## src/rtl/bitclk_pkg.sv

```systemverilog
package bitclk_pkg;

    // Clock source selection; the encoding is part of the port contract.
    typedef enum logic [1:0] {
        CK_INT_ASYNC     = 2'd0,
        CK_INT_ASYNC_OUT = 2'd1,
        CK_INT_SYNC_OUT  = 2'd2,
        CK_EXT_ASYNC     = 2'd3
    } ck_mode_e;

    // Per-lane state; the clock level is high in IDLE and HIGH.
    typedef enum logic [1:0] {
        LANE_IDLE = 2'd0,
        LANE_LOW  = 2'd1,
        LANE_HIGH = 2'd2
    } lane_state_e;

    localparam int unsigned SUBTICKS = 16;
    localparam int unsigned PH_W     = $clog2(SUBTICKS);

endpackage

```

## src/rtl/bitclk_cfg.sv

```systemverilog
module bitclk_cfg
    import bitclk_pkg::*;
#(
    parameter int DIV_W = 8
) (
    input  logic             clk,
    input  logic             rst_n,
    input  logic             idle_i,
    input  logic [DIV_W-1:0] div_i,
    input  logic [1:0]       mode_i,
    output logic [DIV_W-1:0] div_o,
    output ck_mode_e         mode_o
);

    localparam logic [DIV_W-1:0] DIV_MIN = DIV_W'(1);

    // Configuration is only followed while every lane is idle.
    always_ff @(posedge clk or negedge rst_n) begin
        if (!rst_n) begin
            div_o  <= DIV_MIN;
            mode_o <= CK_INT_ASYNC;
        end else if (idle_i) begin
            div_o  <= (div_i == '0) ? DIV_MIN : div_i;
            mode_o <= ck_mode_e'(mode_i);
        end
    end

endmodule

```

## src/rtl/bitclk_ext_edge.sv

```systemverilog
module bitclk_ext_edge #(
    parameter int SYNC_STAGES = 2
) (
    input  logic clk,
    input  logic rst_n,
    input  logic ext_i,
    output logic rise_o
);

    logic [SYNC_STAGES-1:0] sync_q;
    logic                   prev_q;

    // The pin level is taken as high out of reset.
    always_ff @(posedge clk or negedge rst_n) begin
        if (!rst_n) begin
            sync_q <= '1;
            prev_q <= 1'b1;
        end else begin
            sync_q <= {sync_q[SYNC_STAGES-2:0], ext_i};
            prev_q <= sync_q[SYNC_STAGES-1];
        end
    end

    assign rise_o = sync_q[SYNC_STAGES-1] & ~prev_q;

endmodule

```

## src/rtl/bitclk_lane.sv

```systemverilog
module bitclk_lane
    import bitclk_pkg::*;
#(
    parameter int DIV_W = 8,
    parameter bit IS_TX = 1'b1
) (
    input  logic             clk,
    input  logic             rst_n,
    input  logic             start_i,
    input  logic             stop_i,
    input  ck_mode_e         mode_i,
    input  logic [DIV_W-1:0] div_i,
    input  logic             ext_tick_i,
    output logic             run_o,
    output logic             level_o,
    output logic             stb_o
);

    localparam logic [PH_W-1:0] PH_IDLE    = '1;
    localparam logic [PH_W-1:0] ASYNC_WRAP = PH_W'(SUBTICKS - 1);
    localparam logic [PH_W-1:0] ASYNC_HALF = PH_W'(SUBTICKS / 2);
    localparam logic [PH_W-1:0] SYNC_WRAP  = PH_W'(1);
    localparam logic [PH_W-1:0] SYNC_HALF  = PH_W'(1);

    lane_state_e      state_q, state_d;
    logic [PH_W-1:0]  ph_q, ph_d;
    logic [DIV_W-1:0] pre_q, pre_d;
    logic             stb_q;

    logic             is_ext, is_sync, pre_last, tick, edge_hit;
    logic [PH_W-1:0]  wrap, half, ph_step;

    assign is_ext   = (mode_i == CK_EXT_ASYNC);
    assign is_sync  = (mode_i == CK_INT_SYNC_OUT);
    assign wrap     = is_sync ? SYNC_WRAP : ASYNC_WRAP;
    assign half     = is_sync ? SYNC_HALF : ASYNC_HALF;
    assign pre_last = (pre_q == div_i - 1'b1);
    assign tick     = is_ext ? ext_tick_i : pre_last;
    assign ph_step  = (ph_q == wrap) ? '0 : ph_q + 1'b1;

    // Next-state logic
    always_comb begin
        state_d = state_q;
        ph_d    = ph_q;
        pre_d   = pre_q;
        unique case (state_q)
            LANE_IDLE: begin
                if (start_i && !stop_i) begin
                    pre_d = '0;
                    if (is_ext) begin
                        ph_d    = PH_IDLE;
                        state_d = LANE_HIGH;
                    end else begin
                        ph_d    = '0;
                        state_d = LANE_LOW;
                    end
                end
            end
            LANE_LOW, LANE_HIGH: begin
                if (stop_i) begin
                    state_d = LANE_IDLE;
                    ph_d    = PH_IDLE;
                    pre_d   = '0;
                end else begin
                    if (!is_ext) begin
                        pre_d = pre_last ? '0 : pre_q + 1'b1;
                    end
                    if (tick) begin
                        ph_d    = ph_step;
                        state_d = (ph_step >= half) ? LANE_HIGH : LANE_LOW;
                    end
                end
            end
            default: begin
                state_d = LANE_IDLE;
                ph_d    = PH_IDLE;
                pre_d   = '0;
            end
        endcase
    end

    // State register
    always_ff @(posedge clk or negedge rst_n) begin
        if (!rst_n) begin
            state_q <= LANE_IDLE;
            ph_q    <= PH_IDLE;
            pre_q   <= '0;
        end else begin
            state_q <= state_d;
            ph_q    <= ph_d;
            pre_q   <= pre_d;
        end
    end

    // Each lane direction reacts to one clock edge only.
    if (IS_TX) begin : g_fall
        assign edge_hit = (state_q != LANE_LOW) && (state_d == LANE_LOW);
    end else begin : g_rise
        assign edge_hit = (state_q == LANE_LOW) && (state_d == LANE_HIGH);
    end

    // Output register
    always_ff @(posedge clk or negedge rst_n) begin
        if (!rst_n) begin
            stb_q <= 1'b0;
        end else begin
            stb_q <= edge_hit;
        end
    end

    assign stb_o   = stb_q;
    assign run_o   = (state_q != LANE_IDLE);
    assign level_o = (state_q != LANE_LOW);

endmodule

```

## src/rtl/bitclk_gen.sv

```systemverilog
module bitclk_gen
    import bitclk_pkg::*;
#(
    parameter int DIV_W       = 8,
    parameter int SYNC_STAGES = 2
) (
    input  logic             clk,
    input  logic             rst_n,
    input  logic [DIV_W-1:0] div_i,
    input  logic [1:0]       mode_i,
    input  logic             tx_start_i,
    input  logic             tx_stop_i,
    input  logic             rx_start_i,
    input  logic             rx_stop_i,
    input  logic             ext_clk_i,
    output logic             tx_stb_o,
    output logic             rx_stb_o,
    output logic             sclk_o,
    output logic             sclk_oe_o
);

    localparam int LANES = 2;
    localparam int TX    = 0;
    localparam int RX    = 1;

    logic [LANES-1:0] start_v, stop_v, run_v, lvl_v, stb_v;
    logic [DIV_W-1:0] div_q;
    ck_mode_e         mode_q;
    logic             ext_rise;

    assign start_v = {rx_start_i, tx_start_i};
    assign stop_v  = {rx_stop_i, tx_stop_i};

    bitclk_cfg #(.DIV_W(DIV_W)) u_cfg (
        .clk    (clk),
        .rst_n  (rst_n),
        .idle_i (~|run_v),
        .div_i  (div_i),
        .mode_i (mode_i),
        .div_o  (div_q),
        .mode_o (mode_q)
    );

    bitclk_ext_edge #(.SYNC_STAGES(SYNC_STAGES)) u_ext (
        .clk    (clk),
        .rst_n  (rst_n),
        .ext_i  (ext_clk_i),
        .rise_o (ext_rise)
    );

    for (genvar g = 0; g < LANES; g++) begin : g_lane
        bitclk_lane #(
            .DIV_W (DIV_W),
            .IS_TX (g == TX)
        ) u_lane (
            .clk        (clk),
            .rst_n      (rst_n),
            .start_i    (start_v[g]),
            .stop_i     (stop_v[g]),
            .mode_i     (mode_q),
            .div_i      (div_q),
            .ext_tick_i (ext_rise),
            .run_o      (run_v[g]),
            .level_o    (lvl_v[g]),
            .stb_o      (stb_v[g])
        );
    end

    assign tx_stb_o = stb_v[TX];
    assign rx_stb_o = stb_v[RX];

    // Clock pin
    always_comb begin
        unique case (mode_q)
            CK_INT_SYNC_OUT: begin
                sclk_oe_o = 1'b1;
                sclk_o    = lvl_v[TX];
            end
            CK_INT_ASYNC_OUT: begin
                sclk_oe_o = 1'b1;
                sclk_o    = run_v[TX] ? lvl_v[TX] : lvl_v[RX];
            end
            default: begin
                sclk_oe_o = 1'b0;
                sclk_o    = 1'b1;
            end
        endcase
    end

endmodule

```

## config.mk

```make
export PLATFORM = sky130hd
export DESIGN_NAME = bitclk_gen
export DESIGN_NICKNAME = d
export VERILOG_FILES = /design/src/rtl/bitclk_pkg.sv /design/src/rtl/bitclk_cfg.sv /design/src/rtl/bitclk_ext_edge.sv /design/src/rtl/bitclk_lane.sv /design/src/rtl/bitclk_gen.sv
export SDC_FILE = /design/constraint.sdc
export NUM_CORES = 1
export LEC_CHECK = 0
export BUFFER_PORTS_ARGS = -buffer_cell sky130_fd_sc_hd__buf_2
export CORE_ASPECT_RATIO = 1.4
export CORE_MARGIN = 1
export CORE_UTILIZATION = 55
export CTS_CLUSTER_DIAMETER = 200
export DETAILED_ROUTE_END_ITERATION = 8
export GPL_ROUTABILITY_DRIVEN = 0
export GPL_TIMING_DRIVEN = 0
export PLACE_DENSITY = 0.78
export SYNTH_ARGS = -nofsm -noshare
export SYNTH_HDL_FRONTEND = slang
export SYNTH_HIERARCHICAL = 1
export SYNTH_SLANG_ARGS = --single-unit
```

## constraint.sdc

```tcl
create_clock -name clk -period 2.6 [get_ports clk]
set_input_delay 0.13 -clock clk [delete_from_list [all_inputs] [get_ports clk]]
set_output_delay 0.13 -clock clk [all_outputs]
set_load 0.01 [all_outputs]
```

* Yosys cells after proc, flatten, opt, wreduce, memory -nomap -nowiden
Cells that the tools add are included.
Operators by class: add/subtract/negate cells 5, magnitude comparators 2, equality and inequality tests 21, muxes and demuxes 40, bitwise operators 2, reduce and logical (&&, ||, !) cells 19
Operators with widths (count):
- $mux 8 | 9
- $mux 4 | 11
- $pmux 8 s2 | 2
- $mux 2 | 9
- $add 8x1->8 const B | 2
- $eq 8x8->1 | 2
- $pmux 4 s2 | 2
- $eq 2x2->1 const B | 5
- $add 4x1->4 const B | 2
- $eq 2x1->1 const B | 4
- $eq 4x4->1 | 2
- $ge 4x4->1 | 2
- $logic_not 8->1 | 1
- $ne 2x1->1 const B | 4
- $pmux 2 s2 | 2
- $reduce_and 2->1 | 4
- $reduce_or 2->1 | 4
- $sub 8x1->8 const B | 1
- $ne 3x2->1 const B | 2
- $ne 3x3->1 const B | 2
- $logic_and 1x1->1 | 4
- $logic_not 2->1 | 2
- $mux 1 | 4
- $reduce_bool 2->1 | 2
- other kinds (4) | 5
Word-level totals: bits in registers 43, bits of input ports 17, output and inout port bits 4, word-level logic and storage cells 101

* Logic depth before layout (Yosys ltp)
depth in word-level cells 11, gate-level depth with buffers 9, depth with buffers taken out 9

* Modules after synthesis
The synthesis kept the hierarchy.
Modules (own cells, without submodules):
- bitclk_lane at g_lane[0].u_lane | times used 1, cells an instance 157, area an instance 1371.3 um2, sequential area each 380.4 um2
- bitclk_lane at g_lane[1].u_lane | times used 1, cells an instance 148, area an instance 1306.3 um2, sequential area each 380.4 um2
- bitclk_cfg | times used 1, cells an instance 24, area an instance 390.4 um2, sequential area each 251.5 um2
- bitclk_ext_edge | times used 1, cells an instance 4, area an instance 92.6 um2, sequential area each 78.8 um2
- bitclk_gen | times used 1, cells an instance 8, area an instance 61.3 um2, sequential area each 0.0 um2

* Worst setup path before layout
No wires, ideal clock.
path kind reg2reg, start register u_cfg.div_o[2], end register g_lane[1].u_lane.stb_q, library setup time 0.133 ns, data arrival time 2.440 ns, data required time 2.467 ns, setup slack 0.027 ns, stages on the path, launching flop included 8, buffers on the path 0, clock period less this slack 2.573 ns, cells stage by stage dfrtp_1 -> or4_4 -> o31a_1 -> o32a_1 -> a211oi_4 -> a31o_4 -> mux2_4 -> nor4b_4
On the way: longest elaborated chain between the ends 8
Ends and longest elaborated chain:
- start: declaration | RTL line bitclk_cfg.sv:11 | output logic [DIV_W-1:0] div_o,
- start signal: assignment | RTL line bitclk_cfg.sv:23 | div_o <= (div_i == '0) ? DIV_MIN : div_i;
- $sub 8x1->8 | RTL line bitclk_lane.sv:37 | assign pre_last = (pre_q == div_i - 1'b1);
- $eq 8x8->1 | RTL line bitclk_lane.sv:37
- $mux 1 | RTL line bitclk_lane.sv:38 | assign tick = is_ext ? ext_tick_i : pre_last;
- $mux 2 | RTL line bitclk_lane.sv:68 | if (tick) begin
- $mux 2 | RTL line bitclk_lane.sv:60 | if (stop_i) begin
- $pmux 2 s2 | RTL line bitclk_lane.sv:46 | unique case (state_q)
- $eq 2x2->1 | RTL line bitclk_lane.sv:99 | assign edge_hit = (state_q == LANE_LOW) && (state_d == LANE_HIGH);
- $logic_and 1x1->1 | RTL line bitclk_lane.sv:99
- via g_lane[1].u_lane.edge_hit | RTL line bitclk_lane.sv:30 | logic is_ext, is_sync, pre_last, tick, edge_hit;
- end signal: assignment | RTL line bitclk_lane.sv:107 | stb_q <= edge_hit;
- end: declaration | RTL line bitclk_lane.sv:28 | logic stb_q;
The timed path passes the listed nets, and every way through them passes these cells. A chain may end at the register's enable or synchronous reset.

* Final worst setup path
Same ends and word-level chain as after synthesis.

==> impl_metrics.tcl <==
set metrics [dict create \
    layout-drive-gt1-share 0.255 \
    comb_power_share 0.585 \
    slowest_stage "or4_4" \
    fin_nets 410 \
    grt_use_total 0.239 \
    pwr-share-clk 0.113 \
    grt_pass1_vias 2593 \
    wire_per_inst_um 14.9 \
    hold_class "in2async" \
    place_inst 429 \
    antenna_cells 0 \
    cp.arrival_ps 2730 \
    async_flop_share 1.00 \
    synthTopCellsByArea "dfrtp_1 (24%), dfstp_2 (9.8%), ha_1 (7.0%)" \
    drtIter0Drc 119 \
    syn_area_per_cell_um2 9.45 \
    p_leak_nw 1.60 \
    cts_made_buffers 5 \
    worst_setup_path_end_kind "flop" \
    fmax_mhz 392 \
    hpwl_um 4700 \
    synth_warnings 6 \
    final_cells 444 \
    num_vias 2634 \
    crit_buf_inv 0 \
    netlist_area_um2 3220 \
    p_int_mw 2.34 \
    core_um2 5570 \
    crit_fanout 5 \
    clk_pin_slew_worst_paths_ps 80 \
    worstMarginPinSlew_ps 974 \
    totalWireLength_um 6640 \
    die_h_um 92.6 \
    peakVddDrop_uv 727 \
    worst_setup_path_start_kind "flop" \
    antenna_found_initial 0 \
    syn_to_final_growth_pct 12.3 \
    clock_latency_ps 300 \
    rsz0062_at_grt "yes" \
    std_cell_rows 32 \
    layout.area.seq_um2 1090 \
    finalCritPeriodShare 0.981 \
    fill_cells 466 \
    drtAntennaViolNets 0 \
    path_delay_family "compound AO/OA/AOI/OAI gates" \
    clk_path_buf_depth 2 \
    synth_edf_count 0 \
    via_per_inst 5.93 \
    cpPeakStageDelay_ps 560 \
    p_seq_frac 0.302 \
    overflow 0 \
    hold_ws_ps -17.1 \
    cp.required_ps 2780 \
    layout_commonest_cell "nand2_1" \
    total_power_mw 4.16 \
    max_cap_violations 0 \
    ys_types 68 \
    switching_share 0.437 \
    h-tree-depth 2 \
    tritoncts "yes" \
    start_util 0.579 \
    synthCells 341 \
    drt_pass1_iterations 4 \
    skew_ps 7.08 \
    final-hold-violation-count 23 \
    outcome "finished, violations left" \
    root_buffer "clkbuf_8" \
    drc 0 \
    ys_seq_elements 43 \
    yosysTopAreaCell "dfrtp_1" \
    ys_seq_area_frac 0.339 \
    synth_top_area_share 0.241 \
    final_cell_mix "nand2_1 (33), dfrtp_1 (28), o21ai_0 (25)" \
    syn_nets 376 \
    pin_count 21 \
    violations "hold timing" \
    portBuffers 20 \
    cts_sinks 43 \
    grt_max_degree 44 \
    synth_ff_type "dfrtp_1" \
    die-width_um 66.7 \
    path_class "reg2reg" \
    crit_chain "or4_4 > o31a_1 > o32a_1 > a211oi_4 > a31o_4 > mux2_4 > nor4b_4" \
    post-route-min-period_ps 2550 \
    slew_headroom 0.351 \
    drv_slew 0 \
    multi_input_area_um2 2070 \
    setup_viol 0 \
    p_sw_mw 1.82 \
    fp.dieArea_um2 6170 \
    powerDensity_nw_per_um2 1150 \
    grt_pass1_wl_um 11500 \
]
[cells in the mapped netlist, types with 3 or more instances]
| library cell | number |
|---|---|
| nand2_1 | 33 |
| dfrtp_1 | 31 |
| o21ai_0 | 25 |
| inv_1 | 21 |
| nor2_1 | 20 |
| ha_1 | 18 |
| a21oi_1 | 14 |
| xnor2_1 | 13 |
| dfstp_2 | 12 |
| nand3_1 | 11 |
| mux2_2 | 10 |
| nand2b_1 | 10 |
| xor2_1 | 10 |
| nor3_1 | 8 |
| mux2_4 | 7 |
| a31oi_1 | 6 |
| and2_1 | 6 |
| nor2b_1 | 5 |
| and3_1 | 4 |
| mux2i_1 | 4 |
| o211ai_1 | 4 |
| a22o_1 | 3 |
| and3_2 | 3 |
| nand4_1 | 3 |
| o22ai_1 | 3 |
| o31ai_1 | 3 |
[power groups by stage]
stage	combinational [mW]	sequential [mW]	clock [mW]
2_1_floorplan	1.85	1.19	0
3_3_place_gp	2.17	1.28	0
3_5_place_dp	2.23	1.29	0
4_1_cts	2.33	1.25	0.484
5_1_grt	2.72	1.30	0.512
6_report	2.43	1.25	0.472
[sequential cells by signal (all words and copies together), names as in the netlist]
signal / cells
g_lane.u_lane/pre_q: 16
g_lane.u_lane/ph_q: 8
u_cfg/div_o: 8
g_lane.u_lane/state_q: 4
g_lane.u_lane/stb_o: 2
u_cfg/mode_o: 2
u_ext/sync_q: 2
u_ext/prev_q: 1
[through the flow]
stage          setup WS, ps  cell area [um^2]  utilization  setup TNS [ps]  hold slack (ps)
2_1_floorplan          26.8              3220            -               0             -166
3_3_place_gp           -113              3410        0.612            -759              234
3_5_place_dp           -130              3410        0.612           -1040              237
4_1_cts                12.8              3550        0.638               0             13.0
5_1_grt               -75.1              3620        0.650            -162             53.6
6_report               48.9              3620        0.650               0            -17.1
[cells by family (layout without fill, tap and decap cells)]
group	after synthesis	count (layout)	synth area share
simple gates	126	126	0.232
buf+inv	27	62	0.0330
flops	43	43	0.339
fa+ha+maj	18	18	0.0699
compound gates	82	82	0.180
xor+xnor	23	23	0.0625
mux	22	22	0.0835
[path summary, 6_finish.rpt]
check / startpoint / to / slack [ps] / cells past startpoint
worst min register to register: u_ext/sync_q[0]$_DFF_PN1_ / u_ext/sync_q[1]$_DFF_PN1_ / 360 / 0
worst min-delay path: rst_n / g_lane[1].u_lane/pre_q[4]$_DFFE_PN0P_ / -20 / 1
worst max register to register: u_cfg/div_o[2]$_DFFE_PN0P_ / g_lane[1].u_lane/stb_o$_DFF_PN0_ / 50 / 7
worst max-delay path: u_cfg/div_o[2]$_DFFE_PN0P_ / g_lane[1].u_lane/stb_o$_DFF_PN0_ / 50 / 7
min in group clk: div_i[1] / u_cfg/div_o[0]$_DFFE_PN1P_ / 60 / 3
max in group asynchronous: rst_n / u_cfg/div_o[1]$_DFFE_PN0P_ / 1950 / 1
[per-layer routing]
metal	part of all wire	vias up	GRT usage
met5	0	-	0
met4	0.018	0	0.0975
met3	0.032	10	0.0333
met2	0.52	50	0.410
met1	0.43	1274	0.294
li1	-	1300	-
[final cells by class]
cell class	instances	area share
Clock buffer	8	0.0277
Buffer	6	0.00761
Timing Repair Buffer	27	0.0439
Tap cell	68	0.0235
Multi-Input combinational cell	271	0.573
Sequential cell	43	0.303
Inverter	21	0.0218
[timing repair]
item | in CTS | in global routing
setup buffers | 3 | 3
gates resized for setup | 4 | 9
cloned | 0 | 0
hold endpoints to repair | 1 | 0
pin swaps | 2 | 7
endpoints found under the setup margin | 11 | 24
hold buffers | 1 | 0
Power figures use the tool's default switching activity.
